<file path="config.mk">
export PLATFORM = sky130hd
export DESIGN_NAME = trap_entry_update
export DESIGN_NICKNAME = d
export VERILOG_FILES = /design/src/rtl/tentry_pkg.sv /design/src/rtl/tentry_msr_mask.sv /design/src/rtl/tentry_srr1_build.sv /design/src/rtl/tentry_target.sv /design/src/rtl/trap_entry_update.sv
export SDC_FILE = /design/constraint.sdc
export NUM_CORES = 1
export LEC_CHECK = 0
export ABC_AREA = 1
export CAP_MARGIN = 20
export CORE_AREA = 4 4 160 162
export DETAILED_ROUTE_END_ITERATION = 8
export DIE_AREA = 0 0 164 166
export GPL_TIMING_DRIVEN = 0
export RECOVER_POWER = 25
export SLEW_MARGIN = 20
export SYNTH_ARGS = -nofsm -noshare
export SYNTH_HDL_FRONTEND = slang
export SYNTH_HIERARCHICAL = 1
export SYNTH_SLANG_ARGS = --single-unit
</file>
<file path="constraint.sdc">
create_clock -name vclk -period 3.2
set_clock_uncertainty 0.2 [all_clocks]
set_input_delay 0.8 -clock vclk [all_inputs]
set_output_delay 0.8 -clock vclk [all_outputs]
set_load 0.02 [all_outputs]
</file>
<file path="src/rtl/tentry_pkg.sv">
package tentry_pkg;

   localparam int unsigned WORD_W = 64;

   function automatic int unsigned be2le(input int unsigned be_pos);
      return 63 - be_pos;
   endfunction

   function automatic logic [63:0] be_bit(input int unsigned be_pos);
      return 64'd1 << be2le(be_pos);
   endfunction

   // state-word fields, big-endian numbering
   localparam int unsigned SW_WIDE   = 0;
   localparam int unsigned SW_HYP    = 3;
   localparam int unsigned SW_UNDEF  = 5;
   localparam int unsigned SW_TXON   = 31;
   localparam int unsigned SW_TXS_HI = 29;
   localparam int unsigned SW_TXS_LO = 30;
   localparam int unsigned SW_VECU   = 38;
   localparam int unsigned SW_VSXU   = 40;
   localparam int unsigned SW_EXTI   = 48;
   localparam int unsigned SW_USER   = 49;
   localparam int unsigned SW_FPU    = 50;
   localparam int unsigned SW_FEX0   = 52;
   localparam int unsigned SW_TRC_HI = 53;
   localparam int unsigned SW_TRC_LO = 54;
   localparam int unsigned SW_FEX1   = 55;
   localparam int unsigned SW_IXLT   = 58;
   localparam int unsigned SW_DXLT   = 59;
   localparam int unsigned SW_PMON   = 61;
   localparam int unsigned SW_RCVR   = 62;
   localparam int unsigned SW_LEND   = 63;

   // program-check cause bits in the saved state word
   localparam int unsigned CZ_TXBAD = 42;
   localparam int unsigned CZ_FLT   = 43;
   localparam int unsigned CZ_ILL   = 44;
   localparam int unsigned CZ_PRIV  = 45;
   localparam int unsigned CZ_TRAP  = 46;
   localparam int unsigned CZ_ADDR  = 47;

   function automatic logic [63:0] be_range(input int unsigned lo_be, input int unsigned hi_be);
      logic [63:0] m;
      m = '0;
      for (int unsigned i = lo_be; i <= hi_be; i++) m |= be_bit(i);
      return m;
   endfunction

   localparam logic [63:0] ENTRY_CLR =
      be_bit(SW_IXLT) | be_bit(SW_DXLT) | be_bit(SW_FEX0) | be_bit(SW_FEX1) |
      be_bit(SW_EXTI) | be_bit(SW_RCVR) | be_bit(SW_TXON) | be_bit(SW_VECU) |
      be_bit(SW_VSXU) | be_bit(SW_USER) | be_bit(SW_FPU)  | be_bit(SW_PMON) |
      be_range(SW_TRC_HI, SW_TRC_LO) | be_bit(SW_UNDEF);

   localparam logic [63:0] ENTRY_SET = be_bit(SW_WIDE) | be_bit(SW_LEND);

   localparam logic [63:0] TRAP_SAVE_CLR = be_range(32, 35);
   localparam logic [63:0] SC_SAVE_CLR   = be_range(33, 36) | be_range(42, 47);

endpackage

</file>
<file path="src/rtl/tentry_msr_mask.sv">
module tentry_msr_mask
   import tentry_pkg::*;
#(
   parameter int unsigned LVL_W = 7
) (
   input  logic [63:0]      msr_in,
   input  logic             is_sc,
   input  logic [LVL_W-1:0] sc_level,
   output logic [63:0]      msr_new
);

   localparam int unsigned TXS_MSB = be2le(SW_TXS_HI);
   localparam int unsigned TXS_LSB = be2le(SW_TXS_LO);
   localparam int unsigned HYP_LE  = be2le(SW_HYP);

   logic [63:0] masked;
   logic [1:0]  txs_old;
   logic [1:0]  txs_new;
   logic        hyp_new;

   generate
      for (genvar b = 0; b < 64; b++) begin : g_bit
         if (ENTRY_SET[b]) begin : g_set
            assign masked[b] = 1'b1;
         end else if (ENTRY_CLR[b]) begin : g_clr
            assign masked[b] = 1'b0;
         end else begin : g_keep
            assign masked[b] = msr_in[b];
         end
      end
   endgenerate

   assign txs_old = msr_in[TXS_MSB:TXS_LSB];
   assign txs_new = (txs_old == 2'b10) ? 2'b01 : txs_old;
   assign hyp_new = is_sc ? (sc_level == LVL_W'(1)) : msr_in[HYP_LE];

   always_comb begin
      msr_new                  = masked;
      msr_new[TXS_MSB:TXS_LSB] = txs_new;
      msr_new[HYP_LE]          = hyp_new;
   end

endmodule

</file>
<file path="src/rtl/tentry_srr1_build.sv">
module tentry_srr1_build
   import tentry_pkg::*;
#(
   parameter int unsigned KIND_W = 5
) (
   input  logic [63:0]       msr_in,
   input  logic              is_sc,
   input  logic [KIND_W-1:0] trap_kind,
   output logic [63:0]       srr1_new
);

   logic [63:0] trap_word;
   logic [63:0] sc_word;
   logic        unused_kind_mid;

   assign unused_kind_mid = trap_kind[2];

   always_comb begin
      trap_word = msr_in & ~TRAP_SAVE_CLR;
      trap_word[be2le(CZ_TRAP)]  = (trap_kind == '0);
      trap_word[be2le(CZ_PRIV)]  = trap_kind[1];
      trap_word[be2le(CZ_FLT)]   = trap_kind[0];
      trap_word[be2le(CZ_ADDR)]  = trap_kind[3];
      trap_word[be2le(CZ_ILL)]   = trap_kind[4];
      trap_word[be2le(CZ_TXBAD)] = 1'b0;
   end

   assign sc_word  = msr_in & ~SC_SAVE_CLR;
   assign srr1_new = is_sc ? sc_word : trap_word;

endmodule

</file>
<file path="src/rtl/tentry_target.sv">
module tentry_target #(
   parameter int unsigned          VEC_W    = 12,
   parameter int unsigned          VEC_SHL  = 4,
   parameter int unsigned          STEP     = 4,
   parameter logic [63:0]          SC_ENTRY = 64'hC00
) (
   input  logic [63:0]      cia_in,
   input  logic             is_sc,
   input  logic [VEC_W-1:0] trap_vec,
   output logic [63:0]      srr0_new,
   output logic [63:0]      nia_new
);

   localparam int unsigned PAD_W = 64 - VEC_W - VEC_SHL;

   logic [63:0] trap_nia;

   generate
      if (PAD_W == 0) begin : g_full
         assign trap_nia = {trap_vec, {VEC_SHL{1'b0}}};
      end else begin : g_pad
         assign trap_nia = {{PAD_W{1'b0}}, trap_vec, {VEC_SHL{1'b0}}};
      end
   endgenerate

   assign srr0_new = is_sc ? (cia_in + 64'(STEP)) : cia_in;
   assign nia_new  = is_sc ? SC_ENTRY : trap_nia;

endmodule

</file>
<file path="src/rtl/trap_entry_update.sv">
module trap_entry_update #(
   parameter int unsigned XLEN     = 64,
   parameter int unsigned KIND_W   = 5,
   parameter int unsigned LVL_W    = 7,
   parameter int unsigned VEC_W    = 12,
   parameter int unsigned VEC_SHL  = 4,
   parameter int unsigned STEP     = 4,
   parameter logic [63:0] SC_ENTRY = 64'hC00
) (
   input  logic              op_valid,
   input  logic              op_is_sc,
   input  logic [63:0]       msr_in,
   input  logic [63:0]       cia_in,
   input  logic [KIND_W-1:0] trap_kind,
   input  logic [VEC_W-1:0]  trap_vec,
   input  logic [LVL_W-1:0]  sc_level,
   output logic [63:0]       msr_out,
   output logic              msr_ok,
   output logic [63:0]       srr0_out,
   output logic              srr0_ok,
   output logic [63:0]       srr1_out,
   output logic              srr1_ok,
   output logic [63:0]       nia_out,
   output logic              nia_ok
);

   generate
      if (XLEN != 64) begin : g_bad_xlen
         $error("trap_entry_update: field positions assume a 64-bit word");
      end
      if (KIND_W != 5) begin : g_bad_kind
         $error("trap_entry_update: trap kind vector must be 5 bits");
      end
      if (VEC_W + VEC_SHL > 64) begin : g_bad_vec
         $error("trap_entry_update: shifted vector exceeds the word");
      end
      if (LVL_W == 0) begin : g_bad_lvl
         $error("trap_entry_update: level field needs at least one bit");
      end
   endgenerate

   tentry_msr_mask #(.LVL_W(LVL_W)) u_msr (
      .msr_in  (msr_in),
      .is_sc   (op_is_sc),
      .sc_level(sc_level),
      .msr_new (msr_out)
   );

   tentry_srr1_build #(.KIND_W(KIND_W)) u_srr1 (
      .msr_in   (msr_in),
      .is_sc    (op_is_sc),
      .trap_kind(trap_kind),
      .srr1_new (srr1_out)
   );

   tentry_target #(
      .VEC_W   (VEC_W),
      .VEC_SHL (VEC_SHL),
      .STEP    (STEP),
      .SC_ENTRY(SC_ENTRY)
   ) u_tgt (
      .cia_in  (cia_in),
      .is_sc   (op_is_sc),
      .trap_vec(trap_vec),
      .srr0_new(srr0_out),
      .nia_new (nia_out)
   );

   assign msr_ok  = op_valid;
   assign srr0_ok = op_valid;
   assign srr1_ok = op_valid;
   assign nia_ok  = op_valid;

endmodule

</file>
-- After elaboration in Yosys (flattened, before gate mapping)
Cells that the tools add are included.
- flip-flop bits (word level): 0
- input port bits: 154
- output and inout bits: 260
- logic and storage cells: 9
- $add $sub $neg: 1
- equal/unequal tests: 2
- mux-type cells: 5
- reduce and logical (&&, ||, !) cells: 1
- operator list (kind ; number):
    64-bit by 3-bit adder with 64-bit output (second input constant) ; 1
    64-bit 2-to-1 mux ; 1
    32-bit 2-to-1 mux ; 1
    16-bit 2-to-1 mux ; 1
    7-bit by 1-bit == test with 1-bit output (second input constant) ; 1
    5-bit logical NOT ; 1
    2-bit == test (second input constant) ; 1
    2-bit 2-to-1 mux ; 1
    1-bit 2-to-1 mux ; 1

-- Logic depth before layout (Yosys ltp)
Gate-level depths: netlist of run 1.
- depth in word-level cells: 2
- gate-level depth with buffers: 11

-- Hierarchy
Netlist of run 1, hierarchy kept.
- modules (own cells, without submodules) (module ; instances ; cells each ; area each (um2) ; seq. area each (um2)):
    tentry_target ; 1 ; 539 ; 2686.3 ; 0.0
    tentry_msr_mask ; 1 ; 83 ; 546.8 ; 0.0
    tentry_srr1_build ; 1 ; 75 ; 498.0 ; 0.0
    trap_entry_update ; 1 ; 4 ; 30.0 ; 0.0

-- Least setup slack after synthesis of run 1
No wires, ideal clock.
- path type: in2out
- start: in cia_in[2]
- end: out srr0_out[24]
- arrival time: 1.923 ns
- required time: 2.200 ns
- setup slack: 0.277 ns
- stages on the path: 7
- path through: ha_1 -> nand2_2 -> nor2_4 -> nand2_2 -> nor3_2 -> nand2_1 -> xnor2_1
- longest elaborated chain between the ends: 2
- RTL lines (what ; line ; RTL):
    start, declared ; trap_entry_update.sv:13 ; input logic [63:0] cia_in,
    64-bit by 3-bit adder with 64-bit output ; tentry_target.sv:26 ; assign srr0_new = is_sc ? (cia_in + 64'(STEP)) : cia_in;
    64-bit 2-to-1 mux ; tentry_target.sv:26 ;
    end, declared ; trap_entry_update.sv:19 ; output logic [63:0] srr0_out,
No other way between the ends.

-- Worst setup path after layout of run 1
- start: in cia_in[3]
- end: out srr0_out[58]
Same word-level chain as after synthesis.

==> impl_metrics.env, run 1 <==
export IMPL_status="completed"
export IMPL_max_cap_violations=0
export IMPL_cp_common_cell="nand2_1"
export IMPL_io_buffers=278
export IMPL_gp_congestion=0.906
export IMPL_ys_warn_count=6
export IMPL_crit_path_max_fanout=4
export IMPL_nClkBuffers=0
export IMPL_max_stage_delay_ns=0.17
export IMPL_critPathRequiredTime_ns=2.20
export IMPL_place_inst=1372
export IMPL_synth_seq_area_share_pct=0
export IMPL_num_vias=5067
export IMPL_cp_endpoint="srr0_out[58]"
export IMPL_antenna_found_initial=2
export IMPL_cp_cell_sequence="buf_4 -> ha_4 -> inv_2 -> nor2_2 -> nand2_2 -> nor2_4 -> nand2_2 -> nor2_4 -> nand2_1 -> nand2_1 -> nand2_1 -> inv_1 -> buf_2"
export IMPL_dp_hpwl_um=18100
export IMPL_wl_per_cell_um=14.3
export IMPL_max_clock_freq_mhz=316
export IMPL_die_w_um=164
export IMPL_synthTopCellsByArea="buf_4 (35%), nand2_1 (17%), nor2_1 (11%), inv_1 (9.5%), xnor2_1 (5.1%)"
export IMPL_grt_pass1_wl_um=28400
export IMPL_synthDistinctLibCells=24
export IMPL_power_density_nw_per_um2=125
export IMPL_hold_viol=0
export IMPL_drt_vias_per_instance=3.66
export IMPL_dieArea_um2=27200
export IMPL_grt_max_degree=16
export IMPL_timing_final_crit_share_pct=98.8
export IMPL_hold_class="in -> out"
export IMPL_whs_path_depth=3
export IMPL_die_h_um=166
export IMPL_drt_pass1_iterations=4
export IMPL_yosys_area_top_type="buf_4"
export IMPL_dpl_worst_slack_ns=-1.29
export IMPL_syn_area_per_cell_um2=5.37
export IMPL_num_nets_final=1217
export IMPL_p_leak_nw=3.80
export IMPL_startpoint_type="input port"
export IMPL_grt_pass1_vias=5060
export IMPL_arrival_ns=2.16
export IMPL_ir_drop_v=0.0000487
export IMPL_crit_start="cia_in[3]"
export IMPL_routed_wl_um=19800
export IMPL_path_depth=13
export IMPL_rsz0062_at_grt="true"
export IMPL_finalCriticalPeriod_ns=3.16
export IMPL_num_rows=57
export IMPL_seq_cells=0
export IMPL_final_cells=1385
export IMPL_register_area_um2=0
export IMPL_worst_slack_ns=0.0394
export IMPL_netlist_area_leader_share_pct=35.3
export IMPL_grt_usage_pct=13.3
export IMPL_yosysMostFrequentCell="buf_4"
export IMPL_slew_viol_final=0
export IMPL_final_util_pct=31.4
export IMPL_core_um2=24100
export IMPL_synth_cells=701
export IMPL_path_class="in -> out"
export IMPL_start_util_pct=15.6
export IMPL_endpoint_kind="output pin"
export IMPL_syn_to_final_growth_pct=101
export IMPL_grt_overflow_total=0
export IMPL_worst_path_max_delay_cell="nor2_4"
export IMPL_postRouteAntennaNets=0
export IMPL_crit_buf_inv=4
export IMPL_syn_area_um2=3760
export IMPL_drt_initial_drc_count=148
export IMPL_drc=0
export IMPL_io_pins=414
export IMPL_setup_viol=0
export IMPL_drive_gt1_share_pct=40.7
export IMPL_path_delay_family="simple AND/OR/NAND/NOR gates"
export IMPL_synth_commonest_cells="buf_4 (177), nand2_1 (171), nor2_1 (108)"
==> power by group <==
part	leakage, nW	switching, mW	internal (mW)
clock network	0.00000634	0	0.0000000419
registers	0	0	0
logic	3.80	0.507	0.440
==> stage by stage <==
step           hold WS, ns  TNS [ns]  total power, mW  cell area, um^2
2_1_floorplan         1.48         0            0.520             4020
3_3_place_gp          2.03    -76.09            0.960             7210
3_5_place_dp          2.03    -75.67            0.962             7210
4_1_cts               1.79   -0.0403            0.944             7420
5_1_grt               1.78    -0.327             1.01             7570
6_report              1.76         0            0.947             7570
==> layout make-up <==
| type | count | area, um^2 |
|---|---|---|
| multi-input cells | 492 | 2900 |
| well taps | 324 | 405 |
| repair buffers | 290 | 2550 |
| plain buffers | 180 | 1350 |
| inverters | 98 | 368 |
| diodes | 1 | 2.50 |
| fillers | 2670 | 16500 |
==> timing repair <==
| item | 4_1_cts | 5_1_grt |
|---|---|---|
| cloned | 0 | 0 |
| gates resized for setup | 430 | 168 |
| hold buffers | 0 | 0 |
| endpoints found under the hold margin | 0 | 0 |
| endpoints found under the setup margin | 82 | 60 |
| pin swaps | 33 | 32 |
| buffers inserted | 8 | 4 |
==> worst min-delay path by stage <==
stage                   endpoint  slack [ns]  startpoint
global placement     srr1_out[7]        2.03   msr_in[7]
global route        srr0_out[44]        1.78  cia_in[44]
detailed placement  srr1_out[15]        2.03  msr_in[15]
CTS                 srr0_out[37]        1.79  cia_in[37]
finish              srr0_out[44]        1.76  cia_in[44]
floorplan           srr1_out[16]        1.48    op_is_sc
==> per-layer routing <==
layer	vias up	routed length, um	GRT usage (%)	part of all wire (%)
met3	21	1910	2.98	9.7
li1	2569	-	-	-
met5	-	13	0	0.066
met4	2	405	2.26	2.0
met1	2220	6740	13.8	34
met2	255	10700	26.8	54
==> kinds of logic (layout without fill, tap and decap cells) <==
family,Yosys count,count (layout),synth area share (%)
XOR/XNOR,42,42,9.78
AO/OA/AOI/OAI,1,1,0.133
buffers and inverters,278,568,45.5
adder cells (fa/ha/maj),1,1,0.333
AND/OR/NAND/NOR,375,375,43.9
other,4,74,0.399
==> layout by cell type, fill, tap and decap left out, types with 2 or more instances in the layout <==
master | Yosys | routed
clkbuf_2 | 0 | 15
nand2_2 | 6 | 35
inv_2 | 3 | 8
dlygate4sd3_1 | 0 | 41
nand3_2 | 0 | 3
conb_1 | 4 | 73
nand2_1 | 171 | 127
nand3b_1 | 7 | 7
nand3_1 | 32 | 28
clkbuf_4 | 0 | 6
buf_6 | 0 | 3
buf_4 | 177 | 209
or2_2 | 2 | 2
nor2_4 | 7 | 42
inv_1 | 95 | 90
nand4_1 | 16 | 16
xor2_2 | 0 | 2
clkdlybuf4s15_2 | 0 | 9
buf_2 | 2 | 41
xnor2_1 | 22 | 21
nor2_1 | 108 | 54
clkdlybuf4s50_1 | 0 | 115
dlygate4sd2_1 | 0 | 17
clkdlybuf4s15_1 | 0 | 6
nor3_1 | 8 | 4
nand2_4 | 0 | 15
nor3_2 | 2 | 5
or2_1 | 2 | 2
dlymetal6s2s_1 | 0 | 8
nor2_2 | 12 | 31
xor2_1 | 20 | 18
No activity file was read; power rests on OpenSTA's default activity.
==> run 2: changes to the inputs <==
- CORE_AREA: 4 4 160 162 -> 4 4 159 161
- DIE_AREA: 0 0 164 166 -> 0 0 163 165
- clock period: 3.2 -> 3.3 ns (I/O delays scaled with it)
==> run 2 against run 1 <==
Net effect: core utilization fell by 0.41 points; final cell count fell by 0.65%; non-clock buffer count fell by 8; routed wire length fell by 2.3%; sequential cell count did not move; setup slack improved by 0.034 ns; sequential share of layout area did not move; combinational power fell by 5.0%; count of clock-buffer cells in the layout did not move; design area fell by 1.9%; first-iteration DRC count fell by 2.0%; power fell by 5.0%; largest cell class unchanged; largest power group unchanged.
==> impl_metrics.env, run 2 (same netlist as run 1, synthesis figures left out) <==
export IMPL_status="completed"
export IMPL_arrival_ns=2.20
export IMPL_die_w_um=163
export IMPL_hold_class="in -> out"
export IMPL_p_leak_nw=3.70
export IMPL_syn_to_final_growth_pct=97.6
export IMPL_max_cap_violations=0
export IMPL_path_class="in -> out"
export IMPL_start_util_pct=15.7
export IMPL_p_total_mw=0.900
export IMPL_swShare_pct=53.1
export IMPL_crit_path_max_fanout=6
export IMPL_worst_slack_ns=0.0733
export IMPL_finalCriticalPeriod_ns=3.23
export IMPL_critPathRequiredTime_ns=2.27
export IMPL_max_clock_freq_mhz=310
export IMPL_dp_hpwl_um=17900
export IMPL_comb_power_share_pct=100.0
export IMPL_nClkBuffers=0
export IMPL_dpl_worst_slack_ns=-1.26
export IMPL_multi_input_area_um2=2810
export IMPL_seq_cells=0
export IMPL_timing_final_crit_share_pct=97.8
export IMPL_drive_gt1_share_pct=38.4
export IMPL_final_cells=1376
export IMPL_slew_viol_final=0
export IMPL_ir_drop_v=0.0000564
export IMPL_core_um2=24000
export IMPL_io_buffers=278
export IMPL_grt_pass1_wl_um=27100
export IMPL_die_h_um=165
export IMPL_antenna_found_initial=0
export IMPL_num_nets_final=1209
export IMPL_layout_commonest_cell="buf_4"
export IMPL_place_inst=1372
export IMPL_gp_congestion=0.862
export IMPL_num_rows=57
export IMPL_drt_pass1_iterations=4
export IMPL_seqPwrFrac_pct=0
export IMPL_power_density_nw_per_um2=121
export IMPL_wl_per_cell_um=14.0
export IMPL_internal_power_mw=0.422
export IMPL_drc=0
export IMPL_register_area_um2=0
export IMPL_grt_max_degree=16
export IMPL_drt_vias_per_instance=3.60
export IMPL_switchingPower_mw=0.478
export IMPL_postRouteAntennaNets=0
export IMPL_hold_viol=0
export IMPL_grt_usage_pct=12.9
export IMPL_num_vias=4952
export IMPL_startpoint_type="input port"
export IMPL_endpoint_kind="output pin"
export IMPL_grt_overflow_total=0
export IMPL_io_pins=414
export IMPL_clockPowerShare_pct=0
export IMPL_setup_viol=0
export IMPL_dieArea_um2=26900
export IMPL_rsz0062_at_grt="true"
export IMPL_fill_cells=2672
export IMPL_final_cell_mix="buf_4 (196), nand2_1 (136), clkdlybuf4s50_1 (120), inv_1 (92), conb_1 (73)"
export IMPL_routed_wl_um=19300
export IMPL_drt_initial_drc_count=145
export IMPL_grt_pass1_vias=4921
export IMPL_antenna_cells=0
[run 2: what timing repair did]
| item | in CTS | in global routing |
|---|---|---|
| setup buffers | 4 | 0 |
| hold buffers | 0 | 0 |
| pin swaps | 29 | 24 |
| gates resized for setup | 395 | 114 |
| gates cloned | 0 | 0 |
| endpoints found under the setup margin | 82 | 51 |
[run 2: final timing paths]
kind | startpoint | end | slack, ns | cells past startpoint
setup / recovery | cia_in[3] | srr0_out[38] | 0.07 | 11
hold / removal | cia_in[37] | srr0_out[37] | 1.80 | 3
[run 2: power groups by stage]
stage	combinational (mW)	clock [mW]	sequential, mW
6_report	0.900	0	0
3_5_place_dp	0.932	0	0
5_1_grt	0.964	0	0
4_1_cts	0.908	0	0
2_1_floorplan	0.505	0	0
3_3_place_gp	0.929	0	0
[run 2: layer usage]
metal | part of all wire (%) | vias up | wire, um | GRT usage, %
met5 | 0 | - | 0 | 0
met4 | 0.36 | 0 | 70 | 0.877
met3 | 8.8 | 6 | 1690 | 2.92
met2 | 56 | 233 | 10700 | 26.2
met1 | 35 | 2168 | 6820 | 13.9
li1 | - | 2545 | - | -
[run 2: through the flow]
stage / hold WS, ns / area (um^2) / utilization [%] / TNS [ns]
final: 1.80 / 7430 / 31.0 / 0
after global routing: 1.82 / 7430 / 31.0 / -0.110
after CTS: 1.93 / 7370 / 30.8 / -0.00981
after detailed placement: 2.08 / 7210 / 30.1 / -75.47
after global placement: 2.08 / 7210 / 30.1 / -76.55
after floorplan: 1.53 / 4020 / - / 0
[run 2: critical path, cell delays in order]
cell and delay [ns]:
buf_2 0.14, ha_4 0.15, inv_1 0.11, nor2_4 0.13, nand2_2 0.10, inv_1 0.08
nand2_2 0.07, nor2_4 0.17, nand2_2 0.09, xnor2_2 0.16, buf_4 0.17
[run 2: layout make-up]
| type | count | area share, % |
|---|---|---|
| tap | 324 | 5.45 |
| timing repair buffer | 282 | 33.6 |
| multi-input combinational | 492 | 37.8 |
| inverter | 98 | 4.95 |
| buffer | 180 | 18.1 |
==> run 3: changes to the inputs <==
- ABC_AREA: 1 -> unset
- CORE_AREA: 4 4 159 161 -> 4 4 160 162
- DIE_AREA: 0 0 163 165 -> 0 0 164 166
- SLEW_MARGIN: 20 -> 30
==> run 3 against run 2 <==
Net effect: the flow now finishes with violations (setup timing); critical path depth down 1; final cell count is 14% lower; die area up 1.2%; count of clock-buffer cells in the layout stayed put; routed wire length shrank 7.9%.
==> impl_metrics.env, run 3 <==
export IMPL_status="finished with violations"
export IMPL_violations="setup timing"
export IMPL_dieArea_um2=27200
export IMPL_critPathRequiredTime_ns=2.27
export IMPL_synth_cells=426
export IMPL_arrival_ns=2.47
export IMPL_final_util_pct=32.5
export IMPL_syn_area_um2=2950
export IMPL_max_clock_freq_mhz=286
export IMPL_start_util_pct=12.2
export IMPL_timing_final_crit_share_pct=106
export IMPL_antenna_found_initial=1
export IMPL_p_leak_nw=3.88
export IMPL_drc=0
export IMPL_whs_path_depth=3
export IMPL_hold_viol=0
export IMPL_netlist_area_leader_share_pct=45.1
export IMPL_seq_cells=0
export IMPL_grt_pass1_vias=4299
export IMPL_yosysMostFrequentCell="buf_4"
export IMPL_drt_vias_per_instance=3.48
export IMPL_rsz0062_at_grt="true"
export IMPL_endpoint_kind="output pin"
export IMPL_clockPowerShare_pct=0
export IMPL_synth_commonest_cells="buf_4 (177), xor2_1 (38), nor2_1 (29)"
export IMPL_final_cell_mix="buf_4 (270), clkdlybuf4s50_1 (126), conb_1 (73), buf_6 (53), xor2_1 (36)"
export IMPL_synthTopCellsByArea="buf_4 (45%), xor2_1 (11%), xnor2_1 (6.5%), nand4_1 (5.3%), nor2_1 (3.7%)"
export IMPL_wl_per_cell_um=15.1
export IMPL_switchingPower_mw=0.457
export IMPL_dpl_worst_slack_ns=-2.38
export IMPL_syn_to_final_growth_pct=166
export IMPL_layout_commonest_cell="buf_4"
export IMPL_swShare_pct=48.6
export IMPL_finalCriticalPeriod_ns=3.49
export IMPL_register_area_um2=0
export IMPL_num_vias=4093
export IMPL_internal_power_mw=0.485
export IMPL_gp_congestion=0.747
export IMPL_drt_initial_drc_count=62
export IMPL_synth_seq_area_share_pct=0
export IMPL_seqPwrFrac_pct=0
export IMPL_slew_viol_final=0
export IMPL_die_w_um=164
export IMPL_dp_hpwl_um=15200
export IMPL_synthDistinctLibCells=31
export IMPL_nClkBuffers=0
export IMPL_hold_class="in -> out"
export IMPL_yosys_area_top_type="buf_4"
export IMPL_drt_pass1_iterations=4
export IMPL_ys_warn_count=6
export IMPL_io_buffers=279
export IMPL_die_h_um=166
export IMPL_io_pins=414
export IMPL_core_um2=24100
export IMPL_postRouteAntennaNets=0
export IMPL_startpoint_type="input port"
export IMPL_comb_power_share_pct=100.0
export IMPL_fill_cells=2556
export IMPL_ir_drop_v=0.0000567
export IMPL_grt_usage_pct=11.7
export IMPL_drive_gt1_share_pct=53.1
export IMPL_grt_pass1_wl_um=24900
export IMPL_syn_area_per_cell_um2=6.92
export IMPL_setup_viol=25
export IMPL_grt_overflow_total=0
export IMPL_whs_ns=1.73
export IMPL_max_cap_violations=0
export IMPL_crit_path_max_fanout=4
export IMPL_path_class="in -> out"
export IMPL_worst_slack_ns=-0.194
export IMPL_routed_wl_um=17800
export IMPL_num_rows=57
export IMPL_antenna_cells=0
export IMPL_num_nets_final=1010
export IMPL_power_density_nw_per_um2=120
export IMPL_grt_max_degree=11
## run 3: changes by cell type in the layout (fill, tap and decap cells not counted), moves of 48 or more
cell,delta
buf_4,+74
buf_6,+52
inv_1,-86
nand2_1,-120
nor2_1,-48
## run 3: final timing paths
kind	startpoint	endpoint	slack, ns
setup / recovery	cia_in[7]	srr0_out[58]	-0.19
hold / removal	cia_in[36]	srr0_out[36]	1.73
## run 3: power by group through the flow
stage	sequential, mW	clock [mW]	combinational, mW
floorplan	0	0	0.469
global placement	0	0	0.885
global route	0	0	0.996
CTS	0	0	0.919
detailed placement	0	0	0.888
finish	0	0	0.942
## run 3: cell type report
type               count  area (um^2)  share of cell area (%)
inverters              6         22.5                   0.287
well taps            324          405                    5.17
multi-input cells    309         2590                    33.1
repair buffers       360         3480                    44.5
plain buffers        178         1330                    17.0
## run 3: repair_timing
item / CTS / global route
pin swaps: 64 / 58
resized for setup: 579 / 135
hold endpoints to repair: 0 / 0
hold buffers: 0 / 0
setup buffers: 57 / 25
endpoints found under the setup margin: 82 / 54
## run 3: critical path: stages
cell,delay (ns)
buf_6,0.09
nand3_4,0.10
buf_6,0.14
nor4_4,0.36
nand4_1,0.18
buf_6,0.17
buf_6,0.13
nor3_4,0.13
xor2_1,0.17
buf_4,0.17
## run 3: routing by layer
metal,vias to the layer above,part of all wire (%),track usage (%)
met2,227,56,24.4
met4,2,0.29,0.292
met1,1830,35,12.0
li1,2028,-,-
met5,-,0.073,0
met3,6,8.8,2.83
## run 3: cell families (layout without fill, tap and decap cells)
kind of cell,Yosys count,after routing,share of synthesized area (%)
XOR/XNOR,60,60,17.8
multiplexers,1,1,0.382
other,4,73,0.509
AND/OR/NAND/NOR,172,172,33.5
AO/OA/AOI/OAI,2,2,0.509
adder cells (fa/ha/maj),1,1,0.424
buffers and inverters,186,544,46.8
## run 3: stage by stage
| stage | cell area [um^2] | instances | setup TNS (ns) | total power, mW |
|---|---|---|---|---|
| 5_1_grt | 7840 | 1177 | -5.48 | 0.996 |
| 3_3_place_gp | 6430 | 1098 | -107.97 | 0.885 |
| 6_report | 7840 | 1177 | -2.04 | 0.942 |
| 2_1_floorplan | 3240 | 495 | -0.163 | 0.469 |
| 4_1_cts | 7370 | 1154 | -3.98 | 0.919 |
| 3_5_place_dp | 6430 | 1098 | -108.92 | 0.888 |
